<file path="src/rtl/pdm_dsm_dac.sv">
module pdm_dsm_dac #(
  parameter int SAMPLE_W = 16
) (
  input  logic                       clk,
  input  logic                       rst_n,
  input  logic signed [SAMPLE_W-1:0] sample_i,
  input  logic                       sample_valid_i,
  input  logic                       step_en_i,
  output logic                       pdm_o
);

  localparam int W = SAMPLE_W;
  localparam logic [W-1:0] MIDSCALE = {1'b1, {(W-1){1'b0}}};

  logic [W-1:0] held_q;
  logic [W-1:0] acc_q;
  logic [W:0]   sum;
  logic [W-1:0] offset_in;

  assign offset_in = {~sample_i[W-1], sample_i[W-2:0]};
  assign sum       = {1'b0, acc_q} + {1'b0, held_q};

  always_ff @(posedge clk or negedge rst_n) begin
    if (!rst_n) held_q <= MIDSCALE;
    else if (sample_valid_i) held_q <= offset_in;
  end

  always_ff @(posedge clk or negedge rst_n) begin
    if (!rst_n) begin
      acc_q <= '0;
      pdm_o <= 1'b0;
    end else if (step_en_i) begin
      acc_q <= sum[W-1:0];
      pdm_o <= sum[W];
    end
  end

endmodule


</file>
<file path="config.mk">
export PLATFORM = sky130hd
export DESIGN_NAME = pdm_dsm_dac
export DESIGN_NICKNAME = d
export VERILOG_FILES = /design/src/rtl/pdm_dsm_dac.sv
export SDC_FILE = /design/constraint.sdc
export NUM_CORES = 1
export LEC_CHECK = 0
export BUFFER_PORTS_ARGS = -buffer_cell sky130_fd_sc_hd__buf_2
export CAP_MARGIN = 40
export CORE_MARGIN = 2
export CORE_UTILIZATION = 23
export DETAILED_ROUTE_END_ITERATION = 8
export HOLD_SLACK_MARGIN = 0.15
export PLACE_DENSITY = 0.43
export SETUP_SLACK_MARGIN = 0.1
export SYNTH_ARGS = -nofsm -noshare
export SYNTH_HDL_FRONTEND = slang
export SYNTH_SLANG_ARGS = --single-unit
export TNS_END_PERCENT = 20
</file>
<file path="constraint.sdc">
create_clock -name clk -period 6.5 [get_ports clk]
set_input_delay 1.3 -clock clk [delete_from_list [all_inputs] [get_ports clk]]
set_output_delay 1.3 -clock clk [all_outputs]
set_load 0.005 [all_outputs]
</file>
==> impl_metrics.csv, run 1 <==
group,metric,value,unit
synth,syn_inst,197,
pwr,p_leak,1.02,nW
pwr,p_clk_frac,0.154,
global_routing,grt_first_pass_wirelength,7.81,mm
cells_and_area,drive_gt1_frac,0.275,
route,top_layer,"met4",
cells_and_area,regArea,827,um^2
timing,setup_violations,0,
clock_network,post_cts_buffers,0,
synth,synthesis.nets,234,
setup_path,cp_data_required_time,6650,ps
timing,hold_violations,0,
clock_network,cts_tree,"yes",
die,rows,34,
route,drt_pass1_iterations,4,
route,avgViaCountPerCell,4.78,
placement,dp_hpwl,3.27,mm
pwr,switching_share,0.413,
synth,ys_ff_latch,33,
synth,synth_ff_type,"dfrtp_1",
synth,synthDistinctLibCells,49,
route,wl_met2,2.05,mm
die,die_area,9940,um^2
timing,max_freq,417,MHz
clock_network,clock_latency,290,ps
route,detail_route.wl_per_cell,13.8,um
hold_path,hold_path_class,"register to register",
synth,synth_compound_area_frac,0.191,
global_routing,grt_max_degree,34,
timing,layout_min_cycle_time,2400,ps
synth,avgSynthCellArea,10.7,um^2
clock_network,cts_buffers,5,
placement,place_inst,318,
pwr,p_per_area,440,nW/um^2
pwr,p_total,1.06,mW
global_routing,grt_antenna_before_repair,0,
synth,synth_area,2110,um^2
clock_network,cts.clk_slew.worst_paths,80,ps
route,ant_nets,0,
cells_and_area,nNetsFinal,254,
clock_network,cts.path.max_buffers,2,
pwr,combinationalPowerShare,0.556,
cells_and_area,final_cell_mix,"dfrtp_1 (32), mux2_2 (24), buf_2 (20)",
pwr,p_int,0.621,mW
global_routing,globalRouteTotalUtil,0.0983,
clock_network,cts_root_buf,"clkbuf_8",
setup_path,cp_max_fo,4,
timing,worst_pin_slew,760,ps
timing,fin_setup_tns,0,ps
synth,synth_edf_count,0,
pwr,seqPwrFrac,0.289,
route,vias,1557,
cells_and_area,final_cell_area,2400,um^2
synth,synth_fa_ha_area_frac,0.105,
clock_network,cts_hold_buf,0,
die,fp.dieH,99.7,um
cells_and_area,area_growth,14.1,%
timing,clock_skew,10.3,ps
flow_run,cap_viol_max_count,0,
setup_path,arrival,2540,ps
die,floorplan.initialDensity,0.239,
synth,synth_warnings,0,
setup_path,cp-start-kind,"register",
route,drc,0,
cells_and_area,final.fill_count,920,
timing,rsz0062_at_grt,"no",
timing,timing.final.crit_share,0.369,
cells_and_area,diodes,0,
die,core_area,8810,um^2
synth,synth.mux.area_fraction,0.143,
timing,hold_ws,465,ps
placement,port_buffers,20,
synth,ys_seq_area_frac,0.393,
global_routing,grt_pass1_vias,1599,
die,ioPinCount,21,
setup_path,critical_path_class,"register to register",
placement,place_congestion,0.817,
global_routing,grt_overflow,0,
timing,slew_violations,0,
route,wl_met3,133,um
timing,relSlewSlack,0.494,
clock_network,htree_levels,2,
setup_path,slowest_stage,"fa_1",
cells_and_area,final_cell_count_no_fill,326,
route,wl_met1,2.25,mm
clock_network,cts_resized,0,
cells_and_area,final_common_cell,"dfrtp_1",
synth,async_flop_share,1.00,
placement,postPlaceCellArea,2310,um^2
die,die_w,99.7,um
setup_path,worst_setup_path_end_kind,"register",
pwr,netSwitchingPower,0.437,mW
synth,synth-xor-area-share,0.0291,
clock_network,cts_sinks,33,
synth,synthSimpleGateAreaFrac,0.113,
setup_path,crit_path_cell_trace,"ha_1 -> fa_1 -> a21oi_1 -> o211a_1 -> nor3_2 -> o311ai_1 -> a41oi_1",
cells_and_area,multi_input_area,1220,um^2
synth,synth_top_family_by_area,"compound AO/OA/AOI/OAI gates",
pwr,ir_drop,0.000110,V
route,totalWireLength,4.50,mm
setup_path,max_stage_delay,430,ps
outcome,status,"complete, no violations",
route,drtIter0Drc,87,
-- logic make-up (layout without fill, tap and decap cells) --
family	Yosys count	in the layout
multiplexers	27	27
flip-flops	33	33
buffers and inverters	15	36
AO/OA/AOI/OAI	53	53
XOR/XNOR	7	7
AND/OR/NAND/NOR	45	45
adder cells (fa/ha/maj)	17	17
-- final cells by class --
type                       count  area share
tap                          108      0.0562
sequential                    33       0.344
multi-input combinational    149       0.508
inverter                       8      0.0125
timing repair buffer          20      0.0416
clock buffer                   8      0.0375
-- state kept, by name (all words and copies together) (netlist names) --
signal and flops:
pdm_o 1, held_q 16, acc_q 16
-- routing by layer --
| layer | vias up | GRT usage |
|---|---|---|
| li1 | 775 | - |
| met1 | 756 | 0.133 |
| met2 | 22 | 0.155 |
| met3 | 4 | 0.0211 |
| met4 | 0 | 0.0348 |
| met5 | - | 0 |
-- power groups by stage --
stage / sequential, mW / combinational [mW] / clock (mW)
floorplan: 0.303 / 0.478 / 0
global placement: 0.310 / 0.588 / 0
detailed placement: 0.311 / 0.591 / 0
CTS: 0.308 / 0.594 / 0.172
global route: 0.317 / 0.665 / 0.178
finish: 0.306 / 0.588 / 0.163
-- synthesized netlist by cell type, drive strengths merged, types with 3 or more instances --
| cell type | instances | area share |
|---|---|---|
| xnor2 | 3 | 0.012 |
| clkbuf | 3 | 0.0053 |
| xor2 | 4 | 0.017 |
| nor2 | 5 | 0.0089 |
| nand3 | 6 | 0.014 |
| o21ai | 7 | 0.017 |
| a31oi | 4 | 0.012 |
| and3 | 3 | 0.0089 |
| inv | 8 | 0.014 |
| a21o | 3 | 0.014 |
| buf | 4 | 0.0083 |
| nand2 | 15 | 0.028 |
| nor2b | 3 | 0.0089 |
| mux2 | 24 | 0.13 |
| ha | 16 | 0.095 |
| dfrtp | 32 | 0.38 |
| a21oi | 16 | 0.043 |
| nor3 | 5 | 0.014 |
| mux2i | 3 | 0.014 |
| o311ai | 3 | 0.012 |
| o31ai | 4 | 0.023 |
-- path summary, 6_finish.rpt --
kind	depth (start not counted)	slack [ps]	end	startpoint
setup reg to reg	7	4100	pdm_o	held_q[0]
hold / removal	2	470	held_q[15]	held_q[15]
setup / recovery	7	4100	pdm_o	held_q[0]
min in group asynchronous	1	1080	pdm_o	rst_n
hold reg to reg	2	470	held_q[15]	held_q[15]
max in group asynchronous	1	4930	acc_q[13]	rst_n
-- worst max-delay path, delay by kind of cell (launching register included) --
family,cells,cell delay [ps]
fa+ha+maj,2,700
compound gates,4,1090
simple gates,1,100
flops,1,380
-- metrics by stage --
step                       util  setup slack [ps]
after global placement    0.263              3870
after global routing      0.273              3890
after detailed placement  0.263              3820
after floorplan               -              4100
after CTS                 0.273              4040
final                     0.273              4100
(Power assumes the default switching activity.)
==> run 2: changes to the inputs <==
Clock period 6.5 ns to 2.4 ns, I/O delays scaled along.
==> impl_metrics.csv, run 2 (synthesized netlist as in run 1, its figures left out) <==
group,metric,value,unit
outcome,status,"complete, no violations",
global_routing,globalRouteTotalUtil,0.105,
setup_path,crit_end,"acc_q[15]",
pwr,ir_drop,0.000274,V
route,vias,1596,
timing,hold_ws,251,ps
die,die_w,99.7,um
timing,hold_violations,0,
setup_path,rr_startpoint,"acc_q[10]",
cells_and_area,final_cell_mix,"dfrtp_1 (32), mux2_2 (24), buf_2 (20)",
setup_path,critical_path_class,"register to register",
timing,layout_min_cycle_time,2180,ps
route,avgViaCountPerCell,4.87,
timing,worst_pin_slew,752,ps
global_routing,grt_antenna_before_repair,0,
clock_network,htree_levels,2,
global_routing,grt_max_degree,34,
setup_path,cp-startpoint,"acc_q[10]",
setup_path,cp_data_required_time,2620,ps
placement,dp_hpwl,3.46,mm
timing,rsz0062_at_grt,"yes",
placement,port_buffers,20,
cells_and_area,drive_gt1_frac,0.295,
placement,place_congestion,0.817,
die,fp.dieH,99.7,um
setup_path,cp-start-kind,"register",
hold_path,hold_path_class,"input port to async pin",
route,totalWireLength,4.76,mm
die,ioPinCount,21,
setup_path,cp_max_fo,7,
route,drtIter0Drc,55,
setup_path,rrSetupSlack,220,ps
die,rows,34,
clock_network,clock_latency,290,ps
route,ant_nets,0,
clock_network,post_cts_buffers,0,
clock_network,cts_root_buf,"clkbuf_8",
cells_and_area,final.fill_count,919,
route,detail_route.wl_per_cell,14.5,um
global_routing,grt_first_pass_wirelength,8.30,mm
die,floorplan.initialDensity,0.239,
cells_and_area,area_growth,16.6,%
timing,clock_skew,15.5,ps
clock_network,cts_sinks,33,
clock_network,cts_hold_buf,0,
clock_network,cts_tree,"yes",
cells_and_area,nNetsFinal,256,
setup_path,r2r_cells,6,
setup_path,arrival,2400,ps
cells_and_area,top_regs,"acc_q (16), held_q (16), pdm_o (1)",
timing,relSlewSlack,0.499,
timing,timing.final.crit_share,0.907,
global_routing,grt_pass1_vias,1607,
timing,slew_violations,0,
pwr,p_leak,1.04,nW
die,die_area,9940,um^2
flow_run,cap_viol_max_count,0,
timing,max_freq,459,MHz
die,core_area,8810,um^2
route,drt_pass1_iterations,5,
timing,fin_setup_tns,0,ps
pwr,p_per_area,1240,nW/um^2
clock_network,cts.clk_slew.worst_paths,80,ps
pwr,p_total,3.05,mW
placement,postPlaceCellArea,2330,um^2
route,drc,0,
cells_and_area,final_cell_area,2460,um^2
cells_and_area,final_common_cell,"dfrtp_1",
timing,setup_violations,0,
global_routing,grt_overflow,0,
setup_path,worst_setup_path_end_kind,"register",
clock_network,cts_buffers,5,
clock_network,cts_resized,0,
setup_path,timing.rr.end,"acc_q[15]",
cells_and_area,diodes,0,
clock_network,cts.path.max_buffers,2,
==> run 2: cell count changes in the layout (fill, tap and decap cells not counted) <==
cell,change
a21oi_1,-1
bufinv_16,+1
o211a_4,+1
clkbuf_1,-1
a21oi_2,+1
buf_4,+2
o211a_1,-1
==> run 2: layout make-up <==
cell class / instances / area [um^2] / area share
flip-flops and latches: 33 / 827 / 0.337
well taps: 108 / 135 / 0.0550
clock buffers: 7 / 86.3 / 0.0352
multi-input cells: 149 / 1230 / 0.502
inverters: 8 / 30.0 / 0.0122
repair buffers: 22 / 115 / 0.0469
clock inverters: 1 / 30.0 / 0.0122
==> run 2: worst min path at each step <==
stage | start | endpoint | slack, ps | cells after the start
2_1_floorplan | rst_n | acc_q[0] | 180 | 0
3_3_place_gp | held_q[15] | held_q[15] | 460 | 2
3_5_place_dp | held_q[15] | held_q[15] | 460 | 2
4_1_cts | rst_n | held_q[3] | 280 | 1
5_1_grt | rst_n | held_q[3] | 310 | 1
6_report | rst_n | acc_q[10] | 250 | 1
==> run 2: report_power, final <==
group / leakage, nW / internal [mW] / total, mW / switching [mW]
Sequential: 0.386 / 0.736 / 0.835 / 0.0985
Combinational: 0.595 / 0.740 / 1.66 / 0.920
Clock: 0.0585 / 0.339 / 0.557 / 0.218
Total: 1.04 / 1.82 / 3.05 / 1.24
==> run 2: stage by stage <==
stage	instances	utilization	worst slack (ps)
global placement	320	0.264	162
CTS	328	0.278	108
global route	328	0.279	59.3
finish	328	0.279	223
detailed placement	320	0.264	98.1
floorplan	197	-	304
==> run 2: critical path: stages, from the launching register on <==
cell,delay [ps]
dfrtp_1,400
ha_1,380
a21oi_1,280
o21ai_0,260
a31oi_1,340
mux2_2,380
nand2_1,60
==> run 2: metal layers <==
layer	vias up	wire, um	GRT usage
met1	781	2420	0.149
met3	8	165	0.0232
met4	0	95	0.0443
met5	-	0	0
li1	781	-	-
met2	26	2080	0.153
==> run 3: changes to the inputs <==
Settings changed: CORE_UTILIZATION 23 to 59, PLACE_DENSITY 0.43 to 0.85.
==> impl_metrics.csv, run 3 (synthesized netlist as in run 1, its figures left out) <==
group,metric,value,unit
outcome,status,"complete, no violations",
cells_and_area,nNetsFinal,256,
clock_network,htree_levels,2,
hold_path,hold_path_class,"input port to async pin",
route,detail_route.wl_per_cell,15.3,um
clock_network,cts_hold_buf,0,
die,floorplan.initialDensity,0.622,
clock_network,cts.clk_slew.worst_paths,100,ps
clock_network,cts_root_buf,"clkbuf_4",
setup_path,timing.rr.end,"acc_q[8]",
die,core_area,3390,um^2
cells_and_area,top_regs,"acc_q (16), held_q (16), pdm_o (1)",
clock_network,cts_tree,"yes",
clock_network,cts_sinks,33,
timing,setup_violations,0,
setup_path,rrSetupSlack,230,ps
die,rows,21,
setup_path,worst_setup_path_end_kind,"register",
cells_and_area,regArea,827,um^2
cells_and_area,final_cell_area,2350,um^2
setup_path,cp-start-kind,"register",
setup_path,rr_startpoint,"held_q[0]",
pwr,p_per_area,1250,nW/um^2
timing,rsz0062_at_grt,"no",
route,totalWireLength,4.07,mm
clock_network,cts_buffers,5,
setup_path,r2r_cells,7,
route,vias,1569,
clock_network,clock_latency,350,ps
timing,fin_setup_tns,0,ps
global_routing,grt_pass1_vias,1487,
cells_and_area,final.fill_count,249,
timing,hold_violations,0,
die,fp.dieH,63.8,um
timing,timing.final.crit_share,0.903,
timing,clock_skew,4.04,ps
die,ioPinCount,21,
placement,place_congestion,0.879,
timing,max_freq,461,MHz
setup_path,arrival,2410,ps
cells_and_area,drive_gt1_frac,0.295,
cells_and_area,final_cell_mix,"dfrtp_1 (32), mux2_2 (24), buf_2 (20)",
setup_path,critical_path_class,"register to register",
route,ant_nets,0,
die,die_area,4070,um^2
die,die_w,63.8,um
cells_and_area,multi_input_area,1230,um^2
global_routing,grt_antenna_before_repair,0,
cells_and_area,final_common_cell,"dfrtp_1",
route,avgViaCountPerCell,5.90,
setup_path,cp_data_required_time,2640,ps
pwr,p_total,2.93,mW
clock_network,cts.path.max_buffers,2,
placement,dp_hpwl,2.91,mm
global_routing,grt_first_pass_wirelength,6.97,mm
timing,relSlewSlack,0.518,
timing,slew_violations,0,
timing,worst_pin_slew,723,ps
flow_run,cap_viol_max_count,0,
cells_and_area,area_growth,11.4,%
route,drc,0,
global_routing,grt_overflow,0,
placement,postPlaceCellArea,2240,um^2
route,drt_pass1_iterations,4,
cells_and_area,diodes,0,
pwr,p_leak,1.03,nW
placement,port_buffers,20,
global_routing,grt_max_degree,34,
global_routing,globalRouteTotalUtil,0.221,
pwr,ir_drop,0.000703,V
setup_path,cp_max_fo,4,
route,drtIter0Drc,91,
timing,layout_min_cycle_time,2170,ps
run 3: cell counts in the layout (fill, tap and decap cells not counted):
Identical to the previous run, type by type.
run 3: worst max-delay path, stage by stage, from the launching register on:
cell,delay (ps)
dfrtp_1,410
ha_1,270
fa_1,440
a21oi_2,230
o211a_4,210
o21ai_1,90
xor2_1,160
mux2_2,260
run 3: layout make-up:
type	instances	share of cell area
clock inverters	1	0.0128
multi-input cells	149	0.525
well taps	46	0.0245
inverters	8	0.0128
repair buffers	22	0.0490
clock buffers	7	0.0235
flip-flops and latches	33	0.352
run 3: repair_timing:
item	CTS	global route
setup buffers	0	1
endpoints found under the setup margin	0	4
resized for setup	0	2
run 3: routing by layer:
layer,up-vias,routed length [um],global-route usage
met3,6,137,0.0581
met1,755,1950,0.297
li1,785,-,-
met5,-,0,0
met2,23,1910,0.343
met4,0,70,0.0815
run 3: stage by stage:
stage | utilization | setup slack [ps] | cells | hold slack [ps]
after floorplan | - | 304 | 197 | 184
after CTS | 0.687 | 120 | 265 | 200
after global routing | 0.693 | 107 | 266 | 229
after global placement | 0.662 | 196 | 257 | 456
final | 0.693 | 232 | 266 | 180
after detailed placement | 0.662 | 149 | 257 | 467
run 3: report_power, final:
part / switching (mW) / total, mW / internal [mW] / leakage (nW)
clock: 0.194 / 0.443 / 0.249 / 0.0455
combinational: 0.901 / 1.65 / 0.753 / 0.595
sequential: 0.0985 / 0.833 / 0.735 / 0.386
total: 1.19 / 2.93 / 1.74 / 1.03
run 3: worst max-delay path by stage:
stage                   start        to  slack [ps]  cells past startpoint
CTS                 held_q[0]  acc_q[8]         120                      7
global placement    held_q[0]  acc_q[8]         200                      7
detailed placement  held_q[0]  acc_q[8]         150                      7
global route        held_q[0]     pdm_o         110                      7
finish              held_q[0]  acc_q[8]         230                      7
floorplan           held_q[0]  acc_q[8]         300                      7
